## config.mk

```make
export PLATFORM = sky130hd
export DESIGN_NAME = dma_req_gate
export DESIGN_NICKNAME = d
export VERILOG_FILES = /design/src/rtl/dmg_pkg.sv /design/src/rtl/dmg_hold_qual.sv /design/src/rtl/dmg_suppress_ctr.sv /design/src/rtl/dmg_req_fsm.sv /design/src/rtl/dma_req_gate.sv
export SDC_FILE = /design/constraint.sdc
export NUM_CORES = 1
export LEC_CHECK = 0
export BUFFER_PORTS_ARGS = -buffer_cell sky130_fd_sc_hd__buf_2
export CAP_MARGIN = 5
export CORE_ASPECT_RATIO = 1.75
export CORE_UTILIZATION = 43
export DETAILED_ROUTE_END_ITERATION = 10
export PLACE_DENSITY = 0.71
export SLEW_MARGIN = 5
export SYNTH_ARGS = -nofsm -noshare
export SYNTH_HDL_FRONTEND = slang
export SYNTH_HIERARCHICAL = 1
export SYNTH_SLANG_ARGS = --single-unit
```

## constraint.sdc

```tcl
create_clock -name clk -period 1.6 [get_ports clk]
set_input_delay 0.08 -clock clk [delete_from_list [all_inputs] [get_ports clk]]
set_output_delay 0.08 -clock clk [all_outputs]
set_load 0.005 [all_outputs]
```

## src/rtl/dmg_pkg.sv

```systemverilog
package dmg_pkg;
  typedef enum logic [1:0] {
    ST_IDLE = 2'd0,
    ST_PEND = 2'd1,
    ST_XFER = 2'd2
  } dmg_state_e;
endpackage

```

## src/rtl/dmg_hold_qual.sv

```systemverilog
module dmg_hold_qual #(
  parameter int LVL_W = 5,
  parameter int SUP_W = 4
) (
  input  logic             nmi_i,
  input  logic             irq_pend_i,
  input  logic [LVL_W-1:0] irq_level_i,
  input  logic [LVL_W-1:0] hold_lvl_i,
  input  logic [SUP_W-1:0] sup_val_i,
  output logic             irq_hold_o,
  output logic             hold_o
);
  logic urgent;

  // smaller level value means more urgent; equal does not qualify
  assign urgent     = irq_pend_i && (irq_level_i < hold_lvl_i);
  assign irq_hold_o = nmi_i || urgent;
  assign hold_o     = irq_hold_o || (sup_val_i != '0);
endmodule

```

## src/rtl/dmg_suppress_ctr.sv

```systemverilog
module dmg_suppress_ctr #(
  parameter int SUP_W = 4
) (
  input  logic             clk,
  input  logic             rst_n,
  input  logic             wr_i,
  input  logic [SUP_W-1:0] wdata_i,
  input  logic             inc_i,
  input  logic             dec_i,
  output logic [SUP_W-1:0] val_o,
  output logic             ovf_o
);
  localparam logic [SUP_W-1:0] MAXV = {SUP_W{1'b1}};

  logic [SUP_W-1:0] val_q, val_d;
  logic             ovf_q, ovf_d;

  always_comb begin
    val_d = val_q;
    ovf_d = ovf_q;
    if (wr_i) begin
      val_d = wdata_i;
      ovf_d = 1'b0;
    end else if (inc_i && !dec_i) begin
      if (val_q == MAXV) ovf_d = 1'b1;
      else               val_d = val_q + 1'b1;
    end else if (dec_i && !inc_i) begin
      if (val_q != '0) val_d = val_q - 1'b1;
    end
  end

  always_ff @(posedge clk or negedge rst_n) begin
    if (!rst_n) begin
      val_q <= '0;
      ovf_q <= 1'b0;
    end else begin
      val_q <= val_d;
      ovf_q <= ovf_d;
    end
  end

  assign val_o = val_q;
  assign ovf_o = ovf_q;
endmodule

```

## src/rtl/dmg_req_fsm.sv

```systemverilog
module dmg_req_fsm
  import dmg_pkg::*;
#(
  parameter int BLK_W = 8
) (
  input  logic             clk,
  input  logic             rst_n,
  input  logic             xfer_req_i,
  input  logic [BLK_W-1:0] xfer_blocks_i,
  input  logic             bus_grant_i,
  input  logic             block_done_i,
  input  logic             hold_i,
  output logic             bus_req_o,
  output logic             busy_o,
  output logic             held_o,
  output logic [BLK_W-1:0] blocks_left_o
);
  localparam logic [BLK_W-1:0] ONE = BLK_W'(1);

  dmg_state_e       st_q, st_d;
  logic [BLK_W-1:0] left_q, left_d;
  logic             req_c;

  // in flight the request is kept; while pending it follows the hold
  assign req_c = (st_q == ST_XFER) || ((st_q == ST_PEND) && !hold_i);

  always_comb begin
    st_d   = st_q;
    left_d = left_q;
    unique case (st_q)
      ST_IDLE: begin
        if (xfer_req_i && (xfer_blocks_i != '0)) begin
          st_d   = ST_PEND;
          left_d = xfer_blocks_i;
        end
      end
      ST_PEND: begin
        if (req_c && bus_grant_i) st_d = ST_XFER;
      end
      ST_XFER: begin
        if (block_done_i) begin
          left_d = left_q - ONE;
          if (left_q == ONE) st_d = ST_IDLE;
          else if (hold_i)   st_d = ST_PEND;
        end
      end
      default: st_d = ST_IDLE;
    endcase
  end

  always_ff @(posedge clk or negedge rst_n) begin
    if (!rst_n) begin
      st_q   <= ST_IDLE;
      left_q <= '0;
    end else begin
      st_q   <= st_d;
      left_q <= left_d;
    end
  end

  assign bus_req_o     = req_c;
  assign busy_o        = (st_q != ST_IDLE);
  assign held_o        = (st_q == ST_PEND) && hold_i;
  assign blocks_left_o = left_q;
endmodule

```

## src/rtl/dma_req_gate.sv

```systemverilog
module dma_req_gate #(
  parameter int BLK_W = 8,
  parameter int LVL_W = 5,
  parameter int SUP_W = 4
) (
  input  logic             clk,
  input  logic             rst_n,
  input  logic             xfer_req_i,
  input  logic [BLK_W-1:0] xfer_blocks_i,
  input  logic             bus_grant_i,
  input  logic             block_done_i,
  input  logic             nmi_i,
  input  logic             irq_pend_i,
  input  logic [LVL_W-1:0] irq_level_i,
  input  logic [LVL_W-1:0] hold_lvl_i,
  input  logic             sup_wr_i,
  input  logic [SUP_W-1:0] sup_wdata_i,
  input  logic             sup_inc_i,
  input  logic             sup_dec_i,
  output logic             bus_req_o,
  output logic             busy_o,
  output logic             held_o,
  output logic [BLK_W-1:0] blocks_left_o,
  output logic [SUP_W-1:0] sup_val_o,
  output logic             sup_ovf_o
);
  logic [SUP_W-1:0] sup_val;
  logic             irq_hold;
  logic             hold;

  dmg_suppress_ctr #(.SUP_W(SUP_W)) u_sup (
    .clk     (clk),
    .rst_n   (rst_n),
    .wr_i    (sup_wr_i),
    .wdata_i (sup_wdata_i),
    .inc_i   (sup_inc_i),
    .dec_i   (sup_dec_i),
    .val_o   (sup_val),
    .ovf_o   (sup_ovf_o)
  );

  dmg_hold_qual #(.LVL_W(LVL_W), .SUP_W(SUP_W)) u_qual (
    .nmi_i       (nmi_i),
    .irq_pend_i  (irq_pend_i),
    .irq_level_i (irq_level_i),
    .hold_lvl_i  (hold_lvl_i),
    .sup_val_i   (sup_val),
    .irq_hold_o  (irq_hold),
    .hold_o      (hold)
  );

  dmg_req_fsm #(.BLK_W(BLK_W)) u_fsm (
    .clk           (clk),
    .rst_n         (rst_n),
    .xfer_req_i    (xfer_req_i),
    .xfer_blocks_i (xfer_blocks_i),
    .bus_grant_i   (bus_grant_i),
    .block_done_i  (block_done_i),
    .hold_i        (hold),
    .bus_req_o     (bus_req_o),
    .busy_o        (busy_o),
    .held_o        (held_o),
    .blocks_left_o (blocks_left_o)
  );

  assign sup_val_o = sup_val;
endmodule

```

==> results.json, run 1 <==
{
  "outcome": "complete, but fails checks",
  "violations": "negative setup slack",
  "grt_max_degree": 16,
  "worstPathMaxFanout": 4,
  "routed_wl_um": 3230,
  "dpl_worst_slack_ns": -0.192,
  "cp-end-kind": "output port",
  "cp.arrival_ns": 1.74,
  "ant_nets": 0,
  "cp-start-kind": "flop",
  "hold_slack_ns": 0.0384,
  "synth_area_um2": 1180,
  "syn_nets": 177,
  "worst_pin_slew_ns": 0.463,
  "cts_inserted_buffers": 3,
  "drtIter0Drc": 39,
  "n_antenna_cell": 0,
  "syn_inst": 137,
  "clock.fmax_ghz": 0.549,
  "die_area_um2": 2970,
  "hold_path_class": "input port to flop",
  "placed_area_um2": 1490,
  "finalCritPeriodShare_pct": 114,
  "critPathKind": "flop to output port",
  "port_buffers": 47,
  "fin_crit_ns": 1.82,
  "clk_latency_ns": 0.25,
  "avgViaCountPerCell": 5.82,
  "ir_worst_vdd_mv": 0.627,
  "p_leak_uw": 0.000764,
  "finalHoldViolations": 0,
  "boundaryPins": 48,
  "finish.instance_area_um2": 1610,
  "core_um2": 2550,
  "initial_utilization_pct": 46.4,
  "grt_pass1_wl_um": 5810,
  "wl_per_cell_um": 14.8,
  "path_clk_slew_ns": 0.06,
  "powerDensity_nw_per_um2": 1070,
  "synth.avg_cell_area_um2": 8.64,
  "via_count": 1274,
  "dp_hpwl_um": 2530,
  "setup_violations": 4,
  "power_uw": 1730,
  "grt-ovfl-total": 0,
  "rows": 24,
  "clock_sinks": 15,
  "antenna_found_initial": 0,
  "h-tree-depth": 1,
  "fin_ws_ns": -0.223,
  "cap_violations": 0,
  "cts_max_path_buffers": 2,
  "rsz0062_at_grt": "true",
  "first_global_vias": 1325,
  "finClkSkew_ns": 0.000713,
  "yosys_warnings": 6,
  "timing.max_slew.rel_slack_pct": 69.1,
  "cts_tree": "built",
  "fillers": 223,
  "fin_nets": 234,
  "drive_gt1_share_pct": 40.4,
  "r2r_setup_slack_ns": -0.15,
  "dr.pass1.iters": 4,
  "drcViolationCount": 0,
  "die_w_um": 41.7,
  "grt_usage_pct": 24.5,
  "area_growth_pct": 36.0,
  "maxSlewViolCount": 0,
  "crit_required_ns": 1.52,
  "finalWeightedCongestion": 0.875,
  "utilization_pct": 63.1,
  "cts_root_buf": "clkbuf_8",
  "dieHeight_um": 71.4
}
[area by class of cell]
| class | instances | area, um^2 | area share [%] |
|---|---|---|---|
| Clock buffer | 3 | 41.3 | 2.56 |
| Clock inverter | 1 | 5.00 | 0.311 |
| Inverter | 9 | 33.8 | 2.10 |
| Multi-Input combinational cell | 108 | 801 | 49.7 |
| Sequential cell | 15 | 377 | 23.4 |
| Tap cell | 26 | 32.5 | 2.02 |
| Timing Repair Buffer | 57 | 320 | 19.9 |
[state kept, by name, indices dropped and copies added, names as in the netlist]
register / flops
u_fsm/st_q: 2
u_sup/ovf_o: 1
u_sup/val_o: 4
u_fsm/blocks_left_o: 8
[per-layer routing]
metal	vias to the layer above	global-route usage (%)	share of wire, %
li1	621	-	-
met1	593	26.3	38
met2	50	46.4	55
met3	10	2.77	4.1
met4	0	11.1	2.6
met5	-	0	0
[per-stage QoR]
stage / TNS [ns] / instances
6_report: -0.618 / 219
3_5_place_dp: -0.384 / 213
4_1_cts: -0.699 / 218
5_1_grt: -1.19 / 219
3_3_place_gp: -0.101 / 213
2_1_floorplan: -0.120 / 137
[report_power, final]
| part | internal (uW) | switching [uW] |
|---|---|---|
| logic | 391 | 377 |
| registers | 501 | 142 |
| clock network | 173 | 144 |
| total | 1070 | 662 |
[worst max-delay path: stages, from the launching register on]
cell and delay (ns):
dfrtp_2 0.41, or4_4 0.53, a311oi_2 0.22, a21oi_2 0.08, o21ai_1 0.13, buf_2 0.12
[cell usage in the layout (no fill, tap or decap), types with 2 or more instances in the layout]
cell type  instances
buf_2             47
o21ai_0            8
nor2b_1            2
dfrtp_1           14
nand2b_1           4
o21ai_1            4
inv_1              9
a21oi_1            5
nor2_1            10
buf_6              2
or4_4              3
nand3b_1           2
buf_4              7
ha_1               7
nand4b_1           2
nor3_1             2
a31oi_1            3
nand3_1            5
o211ai_1           3
nand2_1           15
xnor2_1            2
clkbuf_8           3
[what timing repair did]
action / in CTS / in global routing
hold buffers: 1 / 0
pin swaps: 1 / 7
gates resized for setup: 4 / 8
endpoints found under the setup margin: 8 / 9
endpoints found under the hold margin: 15 / 0
setup buffers: 0 / 1
[final timing paths]
| kind | start | endpoint | depth (start not counted) |
|---|---|---|---|
| max in group asynchronous | rst_n | u_sup/val_o[0]$_DFFE_PN0P_ | 2 |
| setup / recovery | u_sup/val_o[0]$_DFFE_PN0P_ | bus_req_o | 5 |
| setup reg to reg | u_sup/val_o[0]$_DFFE_PN0P_ | u_fsm/st_q[0]$_DFFE_PN0P_ | 6 |
| hold reg to reg | u_sup/ovf_o$_DFFE_PN0P_ | u_sup/ovf_o$_DFFE_PN0P_ | 2 |
| min in group asynchronous | rst_n | u_fsm/st_q[0]$_DFFE_PN0P_ | 2 |
| hold / removal | sup_wdata_i[1] | u_sup/val_o[1]$_DFFE_PN0P_ | 3 |
No activity file was read; power rests on OpenSTA's default activity.
==> run 2, diff against run 1 <==
SKIP_CTS_REPAIR_TIMING = 1   (was not set)
==> results.json, run 2 (same netlist as run 1, synthesis figures left out) <==
{
  "outcome": "complete, but fails checks",
  "violations": "negative setup slack",
  "finalHoldViolations": 0,
  "drtIter0Drc": 20,
  "cap_violations": 0,
  "fin_crit_ns": 1.82,
  "cts_max_path_buffers": 2,
  "drive_gt1_share_pct": 39.6,
  "finalWeightedCongestion": 0.875,
  "layout_common_cells": "buf_2 (47), nand2_1 (15), dfrtp_1 (14)",
  "clock_sinks": 15,
  "fin_nets": 233,
  "grt_usage_pct": 23.7,
  "crit_required_ns": 1.52,
  "utilization_pct": 62.2,
  "clk_latency_ns": 0.25,
  "hold_path_class": "input port to flop",
  "finalCritPeriodShare_pct": 114,
  "path_clk_slew_ns": 0.06,
  "maxSlewViolCount": 0,
  "cts_tree": "built",
  "path_buf_inv": 1,
  "grt-ovfl-total": 0,
  "critPathKind": "flop to output port",
  "slowest_delay_ns": 0.55,
  "die_w_um": 41.7,
  "dr.pass1.iters": 4,
  "die_area_um2": 2970,
  "dp_cells": 213,
  "rsz0062_at_grt": "true",
  "via_count": 1268,
  "cp_cell_sequence": "or4_4 > a311oi_2 > a21oi_2 > o21ai_1 > buf_2",
  "first_global_vias": 1321,
  "worst_pin_slew_ns": 0.430,
  "avgViaCountPerCell": 5.82,
  "drcViolationCount": 0,
  "routed_wl_um": 3160,
  "power_uw": 1700,
  "path_delay_family": "simple AND/OR/NAND/NOR gates",
  "antenna_found_initial": 0,
  "fin_ws_ns": -0.218,
  "cp-start-kind": "flop",
  "n_antenna_cell": 0,
  "largest_reg_flops": 8,
  "cts_root_buf": "clkbuf_8",
  "p_leak_uw": 0.000757,
  "h-tree-depth": 1,
  "layout_commonest_cell": "buf_2",
  "setup_violations": 4,
  "port_buffers": 47,
  "rows": 24,
  "ant_nets": 0,
  "initial_utilization_pct": 46.4,
  "cp.arrival_ns": 1.74,
  "dieHeight_um": 71.4,
  "boundaryPins": 48,
  "wl_per_cell_um": 14.5,
  "timing.max_slew.rel_slack_pct": 71.3,
  "cp-end-kind": "output port",
  "clock.fmax_ghz": 0.550,
  "area_growth_pct": 34.0,
  "slowest_stage": "or4_4",
  "worstPathMaxFanout": 4,
  "fillers": 226,
  "grt_max_degree": 16,
  "finClkSkew_ns": 0.000737,
  "ir_worst_vdd_mv": 0.616,
  "powerDensity_nw_per_um2": 1070,
  "grt_pass1_wl_um": 5630,
  "dp_hpwl_um": 2530,
  "core_um2": 2550,
  "cts_inserted_buffers": 3,
  "final_cells": 218
}
run 2: final cells by class:
class	instances	area [um^2]	share of cell area, %
Tap cell	26	32.5	2.05
Clock buffer	3	41.3	2.60
Timing Repair Buffer	56	309	19.5
Clock inverter	1	5.00	0.315
Inverter	9	33.8	2.13
Sequential cell	15	377	23.7
Multi-Input combinational cell	108	788	49.7
run 2: layer usage:
layer | up-vias | share of wire [%] | global-route usage (%)
met5 | - | 0 | 0
met4 | 0 | 2.6 | 11.8
met3 | 10 | 4.0 | 2.77
met2 | 47 | 55 | 44.3
met1 | 591 | 38 | 25.5
li1 | 620 | - | -
run 2: path summary, 6_finish.rpt:
kind | start | endpoint | slack, ns | depth (start not counted)
min | sup_wdata_i[1] | u_sup/val_o[1]$_DFFE_PN0P_ | 0.04 | 3
max reg2reg | u_sup/val_o[1]$_DFFE_PN0P_ | u_fsm/st_q[0]$_DFFE_PN0P_ | -0.14 | 6
min reg2reg | u_sup/ovf_o$_DFFE_PN0P_ | u_sup/ovf_o$_DFFE_PN0P_ | 0.52 | 2
min in group asynchronous | rst_n | u_fsm/st_q[0]$_DFFE_PN0P_ | 0.26 | 2
max | u_sup/val_o[1]$_DFFE_PN0P_ | bus_req_o | -0.22 | 5
max in group asynchronous | rst_n | u_sup/val_o[0]$_DFFE_PN0P_ | 1.06 | 2
run 2: tightest hold or removal path, cell delays in order:
cell and delay (ns):
buf_2 0.07, nand2_1 0.04, o21ai_1 0.06
run 2: power by group:
part / switching, uW / leakage (uW) / total [uW] / internal (uW)
clock network: 144 / 0.0000255 / 316 / 173
registers: 140 / 0.000181 / 642 / 501
logic: 368 / 0.000551 / 744 / 375
run 2: metrics by stage:
stage	setup TNS (ns)	instance area [um^2]	hold WS (ns)	setup WS, ns
floorplan	-0.120	1190	-0.216	-0.116
global placement	-0.101	1490	-0.00120	-0.0807
detailed placement	-0.384	1490	0.0145	-0.192
CTS	-0.992	1530	-0.258	-0.300
global route	-1.03	1590	0.0536	-0.294
finish	-0.596	1590	0.0380	-0.218
